## src/rtl/ctr_pkg.sv

```systemverilog
`timescale 1ns/1ps
// Shared types for the counter: the operation chosen at each edge.
package ctr_pkg;
    typedef enum logic [1:0] {
        OP_HOLD = 2'd0,
        OP_LOAD = 2'd1,
        OP_UP   = 2'd2,
        OP_DOWN = 2'd3
    } ctr_op_e;
endpackage

```

## src/rtl/ctr_ctrl.sv

```systemverilog
`timescale 1ns/1ps
// Decodes the control inputs into one operation, with load taking priority.
// Assumes the inputs are already synchronous to the counter clock.
module ctr_ctrl
    import ctr_pkg::*;
(
    input  logic    load_n,
    input  logic    enp_n,
    input  logic    ent_n,
    input  logic    up,
    output ctr_op_e op
);
    // Priority decode: load, then count (both enables low), else hold.
    always_comb begin
        if (!load_n)               op = OP_LOAD;
        else if (!enp_n && !ent_n) op = up ? OP_UP : OP_DOWN;
        else                       op = OP_HOLD;
    end
endmodule

```

## src/rtl/ctr_next.sv

```systemverilog
`timescale 1ns/1ps
// Next-state arithmetic for one counter stage.
// TOP is the terminal value for counting up. Codes above TOP climb
// until the natural all-ones wrap.
module ctr_next
    import ctr_pkg::*;
#(
    parameter int W   = 4,
    parameter int TOP = 9
) (
    input  ctr_op_e      op,
    input  logic [W-1:0] cur,
    input  logic [W-1:0] din,
    output logic [W-1:0] nxt
);
    localparam logic [W-1:0] TOPV = W'(TOP);

    // Select the value the state register takes at the next edge.
    always_comb begin
        unique case (op)
            OP_LOAD: nxt = din;
            OP_UP:   nxt = (cur == TOPV) ? '0 : cur + 1'b1;
            OP_DOWN: nxt = (cur == '0) ? TOPV : cur - 1'b1;
            default: nxt = cur;
        endcase
    end
endmodule

```

## src/rtl/ctr_term.sv

```systemverilog
`timescale 1ns/1ps
// Terminal-count detect and active-low carry gated by enable T.
// DECADE picks a compare against TOP, or an all-ones test in binary mode.
module ctr_term #(
    parameter int W      = 4,
    parameter int TOP    = 9,
    parameter bit DECADE = 1'b1
) (
    input  logic [W-1:0] cur,
    input  logic         up,
    input  logic         ent_n,
    output logic         rco_n
);
    localparam logic [W-1:0] TOPV = W'(TOP);

    logic at_top;

    generate
        if (DECADE) begin : g_dec
            // Decade stage: terminal only at the decade top value.
            assign at_top = (cur == TOPV);
        end else begin : g_bin
            // Binary stage: terminal when every bit is set.
            assign at_top = &cur;
        end
    endgenerate

    // Carry goes low only with T low and the count terminal for the direction.
    always_comb begin
        rco_n = ~(~ent_n & (up ? at_top : (cur == '0)));
    end
endmodule

```

## src/rtl/updn_counter.sv

```systemverilog
`timescale 1ns/1ps
// Presettable synchronous up/down counter, decade or binary by parameter.
// Assumes the control inputs are stable around the rising clock edge.
// The carry is combinational, so it can enable a following stage.
module updn_counter
    import ctr_pkg::*;
#(
    parameter int W      = 4,
    parameter bit DECADE = 1'b1
) (
    input  logic         clk,
    input  logic         rst_n,
    input  logic         load_n,
    input  logic [W-1:0] d,
    input  logic         enp_n,
    input  logic         ent_n,
    input  logic         up,
    output logic [W-1:0] q,
    output logic         rco_n
);
    localparam int TOP = DECADE ? 9 : (1 << W) - 1;

    ctr_op_e      op;
    logic [W-1:0] cnt_q;
    logic [W-1:0] cnt_d;

    ctr_ctrl u_ctrl (
        .load_n (load_n),
        .enp_n  (enp_n),
        .ent_n  (ent_n),
        .up     (up),
        .op     (op)
    );

    ctr_next #(.W(W), .TOP(TOP)) u_next (
        .op  (op),
        .cur (cnt_q),
        .din (d),
        .nxt (cnt_d)
    );

    ctr_term #(.W(W), .TOP(TOP), .DECADE(DECADE)) u_term (
        .cur   (cnt_q),
        .up    (up),
        .ent_n (ent_n),
        .rco_n (rco_n)
    );

    // State register: synchronous reset, otherwise take the next value.
    always_ff @(posedge clk) begin
        if (!rst_n) cnt_q <= '0;
        else        cnt_q <= cnt_d;
    end

    assign q = cnt_q;
endmodule

```

## config.mk

```make
export PLATFORM = sky130hd
export DESIGN_NAME = updn_counter
export DESIGN_NICKNAME = d
export VERILOG_FILES = /design/src/rtl/ctr_pkg.sv /design/src/rtl/ctr_ctrl.sv /design/src/rtl/ctr_next.sv /design/src/rtl/ctr_term.sv /design/src/rtl/updn_counter.sv
export SDC_FILE = /design/constraint.sdc
export NUM_CORES = 1
export LEC_CHECK = 0
export BUFFER_PORTS_ARGS = -buffer_cell sky130_fd_sc_hd__buf_4
export CAP_MARGIN = 20
export CORE_AREA = 2 2 39 41
export CTS_CLUSTER_DIAMETER = 40
export DETAILED_ROUTE_END_ITERATION = 10
export DIE_AREA = 0 0 41 43
export GPL_TIMING_DRIVEN = 0
export HOLD_SLACK_MARGIN = 0.06
export PLACE_DENSITY_LB_ADDON = 0.1
export SLEW_MARGIN = 30
export SYNTH_ARGS = -nofsm -noshare
export SYNTH_HDL_FRONTEND = slang
export SYNTH_SLANG_ARGS = --single-unit
```

## constraint.sdc

```tcl
create_clock -name clk -period 1.98 [get_ports clk]
set_clock_uncertainty 0.15 [all_clocks]
set_input_delay 0.297 -clock clk [delete_from_list [all_inputs] [get_ports clk]]
set_output_delay 0.297 -clock clk [all_outputs]
set_load 0.03 [all_outputs]
```

==> run summary, run 1 <==
The clock-pin slew on the worst setup and hold paths came out at 40 ps. The number of buffer cells added on primary ports came out at 14. Static timing analysis puts the maximum clock frequency at 0.511 GHz. The number of global-route vias before repair is 419. The number of library cell types mapped by synthesis came out at 29. The Yosys step of the flow raised 0 warnings. The effective utilization at floorplan came out at 30.6%. The first global-routing pass estimated 1810 um of wire. The required arrival time at the worst endpoint is 1530 ps.

The synthesized flop and latch total is 4. In this run the cell area of the synthesized design comes to 423 sq um. The number of clock sinks came out at 4.

The violation count after the first detailed-routing iteration is 5. The core footprint is 1380 sq um. The headroom to the max-slew limit is 76.6%. Across all setup checks in the final design, the least slack found is 21.2 ps. In the global route stage, overall resource usage came out at 15.0%. The proportion of synthesized chip area in sequential cells came out at 18.9%.

The setup TNS came out at 0 ps. The via total after detailed routing is 509. The post-synthesis adder-cell area fraction came out at 11.8%.

The number of placement rows is 14. The clock tree from TritonCTS is yes. Clock tree synthesis selected as its root buffer the cell clkbuf_4.

The number of top-level pins came out at 15. The per-instance average area after synthesis is 7.42 sq um. The final routed DRC violation total came out at 0. Setup repair after global routing could not meet its margin everywhere. The flip-flop count of the largest register, all copies and words added is 4. The post-synthesis net count came out at 71. The combinational family with the most area after synthesis is compound AO/OA/AOI/OAI gates. The min-delay analysis places its worst path in the category in -> reg. The last weighted congestion value of the routability-driven placer came out at 0.766. The fraction of the mapped netlist area in compound gates is 32.5%. The fraction of synthesized area in multiplexers came out at 2.37%. The net switching component of the power is 0.000123 W. The largest buffer count on any clock path is 2. The highest net fanout along the worst path came out at 6. The flow ran to the end, and the final reports show no timing, DRC or antenna violations. The first-pass iteration count of the detailed router is 4.

The horizontal die dimension is 41 um. The max-slew violation count is 0. The share of flip-flops with an asynchronous set or reset came out at 0%.

Compared with the post-synthesis result, the final layout area differs by 54.7%. The later pin in the worst-skew pair is clocked with a latency of 230 ps. The combinational power share came out at 43.4%. The total die area is 1760 sq um. The transition at the pin with the smallest max-transition slack is 351 ps. The category of the worst setup path launch point is a flip-flop. The type of the worst setup path is reg -> out. After detailed routing, the average wire length per cell comes to 12.1 um. Cells with a size suffix above 1 make up 44.4% of the layout. The max-cap violation count came out at 0. The worst setup slack before clock tree synthesis came out at 67.5 ps.

The wire length after detailed routing came out at 1180 um. The pin count of the biggest net entering global routing came out at 11. For this run, the share of the core covered by cells in the final layout is 47.3%. Power spread over the standard cell area amounts to 546 nW/um^2.

The net total in the final layout came out at 97. The ratio of final minimum period to clock period came out at 98.9%. STA puts the critical path data arrival time at 1510 ps. The minimum clock period is 1960 ps. The internal power consumption came out at 0.000234 W. After detailed routing, the number of vias per cell comes to 5.25. The final hold slack came out at 171 ps.

The clock network power share came out at 28.1%. The initial antenna violation count came to 0. The half-perimeter wire length after detailed placement came out at 837 um. The number of inserted diodes is 0. The commonest register cell after synthesis is dfxtp_1.

The synthesized design contains 0 enable-type register cells. The number of buffers created by CTS is 3. The post-synthesis instance total came out at 57. The number of H-tree levels is 1. The switching part of the total power is 34.6%. The post-route antenna net violation count is 0.

The overall overflow remaining after global route came out at 0. The number of endpoints with negative hold slack in the final report came out at 0. The worst ir drop on vdd came out at 0.000487 V. The portion of total power attributed to sequential cells is 28.5%. The number of buffers inserted by hold repair at cts is 0. The static power due to leakage came out at 0.285 nW.

The worst setup path is captured at an output pin. The die height is 43 um. Summing the areas of all xor and xnor instances in the mapped netlist gives 2.07% of the synthesized area.

Setup violations remaining at the end of the flow were counted as 0. The post-synthesis share of cell area spent on and, or, nand and nor gates is 26.9%.
per-layer routing:
layer | vias to the layer above | GRT usage (%) | wire length (um)
li1 | 260 | - | -
met1 | 229 | 19.3 | 498
met2 | 20 | 22.8 | 577
met3 | 0 | 8.38 | 102
met4 | 0 | 0 | 0
met5 | - | 0 | 0
synth_stat cells (2+ instances only):
cell	instances	area [sq um]
nand2_1	6	22.5
o21ai_0	5	25.0
a21oi_1	4	20.0
a31oi_1	4	25.0
dfxtp_1	4	80.1
ha_1	4	50.1
inv_1	3	11.3
nor2_1	3	11.3
a211oi_1	2	15.0
nor3_1	2	10.0
o311ai_1	2	17.5
area by class of cell:
cell class	count	area (sq um)
Fill cell	148	729
Clock buffer	3	22.5
Buffer	1	7.51
Inverter	4	20.0
Timing Repair Buffer	21	161
Multi-Input combinational cell	48	335
Tap cell	16	20.0
Sequential cell	4	87.6
critical path, cell delays in order (launching register included):
cell      delay [ps]
dfxtp_4          360
inv_4             70
ha_4             140
nand2b_4          70
nor2_2            80
a31oi_1           40
or3_1            360
buf_6            150
final timing paths:
| kind | start | endpoint | slack [ps] | cells after the start |
|---|---|---|---|---|
| setup / recovery | q[0] | rco_n | 20 | 7 |
| hold / removal | d[3] | q[3] | 170 | 3 |
| setup reg to reg | q[0] | q[2] | 300 | 7 |
| hold reg to reg | q[1] | q[3] | 520 | 3 |
cells by family after synthesis:
logic type / count (synthesis)
fa+ha+maj: 4
xor+xnor: 1
flops: 4
compound gates: 22
simple gates: 20
mux: 1
buf+inv: 5
per-stage QoR:
stage                     total power, W  cells  instance area, sq um
after floorplan                 0.000183     57                   423
after global placement          0.000229     87                   548
after detailed placement        0.000228     87                   548
after CTS                       0.000346     92                   603
after global routing            0.000388     97                   654
final                           0.000357     97                   654
power groups by stage:
stage / Sequential, W / Combinational (W) / Clock (W)
after detailed placement: 0.000104 / 0.000125 / 0
after global placement: 0.000104 / 0.000125 / 0
after global routing: 0.000104 / 0.000170 / 0.000114
final: 0.000102 / 0.000155 / 0.000100
after floorplan: 0.000113 / 0.0000692 / 0
after CTS: 0.000105 / 0.000136 / 0.000105
timing repair:
action,in CTS,in global routing
endpoints found under the hold margin,0,0
cloned,0,0
setup endpoints to repair,1,1
gates resized for setup,7,5
pin swaps,0,2
buffers inserted,2,5
placed cells by master (no fill, tap or decap), types with 2 or more instances in the layout:
cell type | Yosys | final
a211oi_1 | 2 | 2
inv_4 | 0 | 2
a21oi_1 | 4 | 4
o21ai_0 | 5 | 5
dfxtp_4 | 0 | 2
clkbuf_4 | 0 | 3
ha_1 | 4 | 3
buf_4 | 1 | 21
o311ai_1 | 2 | 2
nor3_1 | 2 | 2
nand2_1 | 6 | 6
a31oi_1 | 4 | 4
dfxtp_1 | 4 | 2
nor2_1 | 3 | 2
Power figures use the tool's default switching activity.
==> run 2, diff against run 1 <==
- REMOVE_ABC_BUFFERS: default -> 1
==> run 2 against run 1 <==
Die area unchanged. Power fell by 0.97%. Critical path depth stayed put. Largest cell class unchanged. Sequential share of layout area grew 0.53 points. Sequential power hardly changed. Largest power group unchanged. Worst hold slack worse by 0.93 ps. Utilization decreased by 1.8 points. Highest routed layer is now met4. Maximum frequency is 0.26% lower. Setup slack worse by 5.0 ps. Clock-buffer cell count did not move. Cell count is 4.1% lower.
==> run summary, run 2 (synthesis results as in run 1) <==
The run finished with clean final reports. The critical path goes through inv_4, ha_4, nand2b_4, nor2_4, a31oi_1, or3_1, buf_6. The half-perimeter wire length after detailed placement is 814 um. The congestion estimate from routability-driven global placement came to 0.785. The number of buffer cells added on primary ports came out at 14. Clock tree synthesis found a total of 4 sinks. The die covers 1760 sq um.

The clock passes through at most 2 buffers. The placed standard-cell area is 541 sq um. The number of global-route vias before repair was 395.

Across all hold checks on the routed design, the worst slack comes to 170 ps. The required arrival time at the worst endpoint came out at 1530 ps. Leaving out fill and tap cells, the most frequent cell in the layout is buf_4. The worst pin sits at a relative slew slack of 77.2%. Along the worst path, the maximum fanout reaches 4. The violation count after the first detailed-routing iteration came out at 10. The maximum single-stage delay on the critical path is 370 ps. In this run the worst hold path is classified as in -> reg.

The wire length after detailed routing came out at 1130 um. The wire length of the first global-routing pass is 1730 um. The ratio of final minimum period to clock period came out at 99.2%. The initial antenna violation count is 0. Relative to the synthesized area, the layout overhead comes to 48.8%. The net total in the final layout came out at 93.

The final routed DRC violation total came out at 0. TritonCTS built the clock tree. The worst ir drop on vdd came out at 0.000237 V. The number of filler instances in the final layout is 155. The area taken by flip-flops and latches is 87.6 sq um. On the critical path the largest part of the delay comes from simple AND/OR/NAND/NOR gates. The area of all placed cells without fillers came out at 629 sq um.

The overall overflow remaining after global route came out at 0. The number of endpoints with negative hold slack in the final report is 0. The static power due to leakage came out at 0.267 nW. The horizontal die dimension came out at 41 um.

After layout, the minimum clock period comes to 1960 ps. The register with the most flip-flops in the layout has 4 of them. The number of buffers created by CTS came out at 3. The post-route netlist has 41.6% of its cells at a drive strength greater than 1. The number of H-tree levels came out at 1.

Once the floorplan was initialized, standard cells occupied 30.6% of the core. In this run the vertical extent of the chip is 43 um. The largest individual stage delay along the critical path comes from the cell or3_1. STA classifies the critical path startpoint as a flip-flop.

The arrival time at the worst endpoint came out at 1520 ps. The aggregate global-route resource usage is 14.1%. The max-slew violation count was 0.

Leaving out fill and tap cells, the most frequent cells in the layout are 17 x buf_4, 6 x nand2_1, 5 x o21ai_0. The number of inserted diodes came out at 0. The first-pass iteration count of the detailed router came out at 4. The transition at the pin with the smallest max-transition slack came out at 342 ps.

Max-cap violations in this run came to 0. The clock-pin slew on the worst setup and hold paths is 40 ps. The via-per-instance ratio is 5.27.

Once layout is complete, the utilization of the core stands at 45.5%. The via total after detailed routing is 490. Based on the critical path, the design can be clocked at up to 0.509 GHz. Setup violations remaining at the end of the flow were counted as 0. The clock reaches the later pin of the worst-skew pair after 240 ps. During I/O placement, the number of pins put on the boundary was 15. The count of buffering cells on the critical path with inverters included is 2. The pin count of the biggest net entering global routing is 12.

The multi-input combinational cells in the finished layout cover a total of 340 sq um. Setup repair after global routing could not meet its margin everywhere. The post-route antenna net violation count came out at 0. The critical path is of the reg -> out type.

The core footprint came out at 1380 sq um. The number of buffers inserted by hold repair at cts came out at 0. The initialized floorplan defines 14 standard-cell rows. The master cell of the clock root buffer is clkbuf_4. STA classifies the critical path endpoint as an output pin. Dividing the detail-routed wire length by the instance count gives 12.1 um. Dividing total power by cell area gives a power density of 562 nW/um^2. The final total power came out at 0.000354 W.
==> run 2: changes by cell type in the layout (fill, tap and decap cells not counted), sizes merged <==
cell,previous run,this run
buf,22,18
==> run 2: worst paths after layout <==
path / start / depth (start not counted) / end / slack, ps
hold reg to reg: q[0] / 2 / q[0] / 430
setup reg to reg: q[0] / 7 / q[2] / 280
hold / removal: d[3] / 3 / q[3] / 170
setup / recovery: q[1] / 7 / rco_n / 20
==> run 2: routing by layer <==
metal / wire length, um / global-route usage [%]
met5: 0 / 0
met1: 515 / 19.2
met4: 19 / 6.00
met2: 525 / 21.3
met3: 69 / 2.09
==> run 2: repair_timing <==
action / in CTS / in global routing
pin swaps: 0 / 2
endpoints found under the setup margin: 1 / 1
gates resized for setup: 7 / 6
setup buffers: 1 / 3
==> run 2: worst min-delay path: cells and delay by family <==
| kind | cells | cell delay, ps |
|---|---|---|
| buf+inv | 1 | 80 |
| compound gates | 1 | 80 |
| simple gates | 1 | 70 |
==> run 2: where the power goes <==
| group | leakage (nW) | switching, W | internal [W] |
|---|---|---|---|
| logic | 0.218 | 0.0000752 | 0.0000719 |
| registers | 0.0343 | 0.0000151 | 0.0000881 |
| clock network | 0.0138 | 0.0000356 | 0.0000679 |
==> run 2: through the flow <==
stage	setup slack (ps)	std cells	TNS [ps]
2_1_floorplan	16.3	56	0
3_3_place_gp	60.4	86	0
3_5_place_dp	80.8	86	0
4_1_cts	8.25	90	0
5_1_grt	-41.3	93	-41.3
6_report	16.1	93	0
==> run 2: cell type report <==
cell class                      count  area share, %
Clock buffer                        3           3.58
Inverter                            4           3.18
Multi-Input combinational cell     48           54.1
Sequential cell                     4           13.9
Tap cell                           16           3.18
Timing Repair Buffer               18           22.1
==> run 3, diff against run 2 <==
- PLACE_DENSITY: default -> 0.58
- PLACE_DENSITY_LB_ADDON: 0.1 -> default
- REMOVE_ABC_BUFFERS: 1 -> default
==> run 3 against run 2 <==
Via count is 5.3% higher. Critical path depth is the same. Clock-buffer cell count unchanged. Worst hold slack better by 0.57 ps. First-iteration DRC count grew 30%. Sequential share of layout area decreased by 0.71 points. Critical endpoint unchanged. Largest cell class unchanged.
==> run summary, run 3 (synthesis results as in run 1) <==
Before antenna repair, the detailed router went through 4 iterations. The combinational power share is 42.7%. The number of placement rows is 14. The total area inside the core boundary comes to 1380 sq um. The post-detailed-route wirelength per cell is 12.5 um.

For the pin with the worst max-slew slack, the measured transition is 329 ps. The startpoint of the most critical register-to-register path is q[0]. The overall overflow remaining after global route is 0. Cells fill 46.6% of the core in the end. On the critical path the largest part of the delay comes from simple AND/OR/NAND/NOR gates. The flow ran to the end, and the final reports show no timing, DRC or antenna violations. The master cell of the clock root buffer is clkbuf_4.

The clock tree from TritonCTS is yes. The aggregate global-route resource usage came out at 14.8%. The routed layout has 516 vias. The clock network power share is 27.6%. Dividing the final minimum period by the clock period gives 98.3%. In this run the most critical hold path is launched from d[3]. The setup check on the worst reg-to-reg path leaves a slack of 290 ps. The last weighted congestion value of the routability-driven placer came out at 0.812. The instance count on the critical path is 7. The worst ir drop on vdd is 0.000233 V.

The final total power is 0.000353 W. The most common cell after layout, fill and taps aside is buf_4. The internal power consumption is 0.000231 W. The arrival time at the worst endpoint is 1500 ps.

The horizontal die dimension came out at 41 um. The ratio of total power to cell area is 547 nW/um^2. In this run, flip-flops and latches consume 29.7% of the power. The worst register-to-register path ends at q[2]. The clock-pin slew on the worst setup and hold paths is 40 ps. The highest clock frequency the design can meet came out at 0.514 GHz. The number of buffer cells added on primary ports came out at 14. The max-slew violation count is 0. Max-cap violations in this run came to 0. The slowest cell on the critical path is or3_1.

The minimum clock period came out at 1950 ps. The net switching component of the power is 0.000121 W. The number of inserted diodes came out at 0.

In this run the vertical extent of the chip is 43 um. Setup repair after global routing could not meet its margin everywhere. The number of buffers created by CTS is 3.

The number of buffers inserted by hold repair at cts is 0. The final routed DRC violation total came out at 0. The area added between synthesis and finish is 52.4%. The switching part of the total power is 34.4%. Along the worst hold path, the cell count comes to 3.

Traced cell by cell, the critical path runs through inv_4, ha_4, nand2b_4, nor2_2, a31oi_1, or3_1, buf_6. The critical path endpoint category is an output pin. The number of H-tree levels came out at 1. The latest clock arrival within the worst-skew pair is 230 ps. Using the TritonRoute via totals, the vias-per-cell ratio works out to 5.38.

Along the worst path, the maximum fanout reaches 5. The largest buffer count on any clock path came out at 2. The detailed router finished its first iteration with 13 violations. The critical path is of the reg -> out type.

The number of global-route vias before repair came out at 417. The initial antenna violation count came out at 0. The length in cells of the worst reg-to-reg path came out at 7. The number of endpoints with negative hold slack in the final report is 0. The post-route antenna net violation count came out at 0.

Data on the critical path is required at its endpoint by 1530 ps. The total die area is 1760 sq um. The end point of the most critical hold path is q[3]. The half-perimeter wire length after detailed placement came out at 847 um. Once the floorplan was initialized, standard cells occupied 30.6% of the core. The static power due to leakage is 0.279 nW. The flip-flop count of the largest register, all copies and words added is 4. The pin count of the biggest net entering global routing is 11. In the layout the commonest cells are 20 x buf_4, 6 x nand2_1, 5 x o21ai_0. In this run the worst hold path is classified as in -> reg. Clock tree synthesis found a total of 4 sinks. Counting both buffers and inverters, the worst setup path holds a total of 2. The headroom to the max-slew limit came out at 78.0%.

The number of top-level pins is 15. The first global-routing pass estimated 1800 um of wire. STA classifies the critical path startpoint as a flip-flop. Of the cells placed in the final design, the portion with a size suffix greater than 1 is 43.8%. The net total in the final layout came out at 96. For this block, the routed nets add up to 1200 um of wire. The maximum single-stage delay on the critical path came out at 370 ps.

The number of endpoints failing setup at the final stage came out at 0.
[run 3: changes by cell type in the layout (fill, tap and decap cells not counted), sizes merged]
cell  change
buf       +3
[run 3: cell type report]
cell class,count,area [sq um]
Tap cell,16,20.0
Buffer,1,7.51
Timing Repair Buffer,20,154
Multi-Input combinational cell,48,335
Clock buffer,3,22.5
Sequential cell,4,85.1
Fill cell,149,739
Inverter,4,20.0
[run 3: how the worst max path moves through the flow]
stage                     startpoint    end
after detailed placement        q[0]  rco_n
after CTS                       q[0]  rco_n
after global routing            q[1]  rco_n
after global placement          q[0]  rco_n
after floorplan                 q[0]  rco_n
final                           q[1]  rco_n
[run 3: power by group through the flow]
stage / combinational (W) / clock, W / sequential [W]
3_3_place_gp: 0.000124 / 0 / 0.000104
6_report: 0.000151 / 0.0000973 / 0.000105
5_1_grt: 0.000164 / 0.000110 / 0.000106
3_5_place_dp: 0.000124 / 0 / 0.000104
4_1_cts: 0.000136 / 0.000103 / 0.000104
2_1_floorplan: 0.0000692 / 0 / 0.000113
[run 3: what timing repair did]
item | 4_1_cts | 5_1_grt
hold endpoints to repair | 0 | 0
setup endpoints to repair | 1 | 1
pin swaps | 0 | 2
setup buffers | 2 | 4
resized for setup | 8 | 3
gates cloned | 0 | 0
[run 3: worst min-delay path: cells and delay by family]
family,cells,cell delay [ps]
simple gates,1,70
buf+inv,1,70
compound gates,1,80
[run 3: per-layer routing]
metal  track usage, %  wire (um)
met1             18.8        536
met5                0          0
met3             4.71        106
met4             4.00          0
met2             23.1        558
[run 3: through the flow]
stage	cells	TNS, ps	hold WS [ps]	setup slack, ps	area (sq um)
3_5_place_dp	87	0	409	56.9	548
3_3_place_gp	87	0	407	50.2	548
2_1_floorplan	57	0	293	16.3	423
6_report	96	0	171	33.5	644
4_1_cts	92	0	163	2.61	608
5_1_grt	96	-40.0	180	-40.0	644
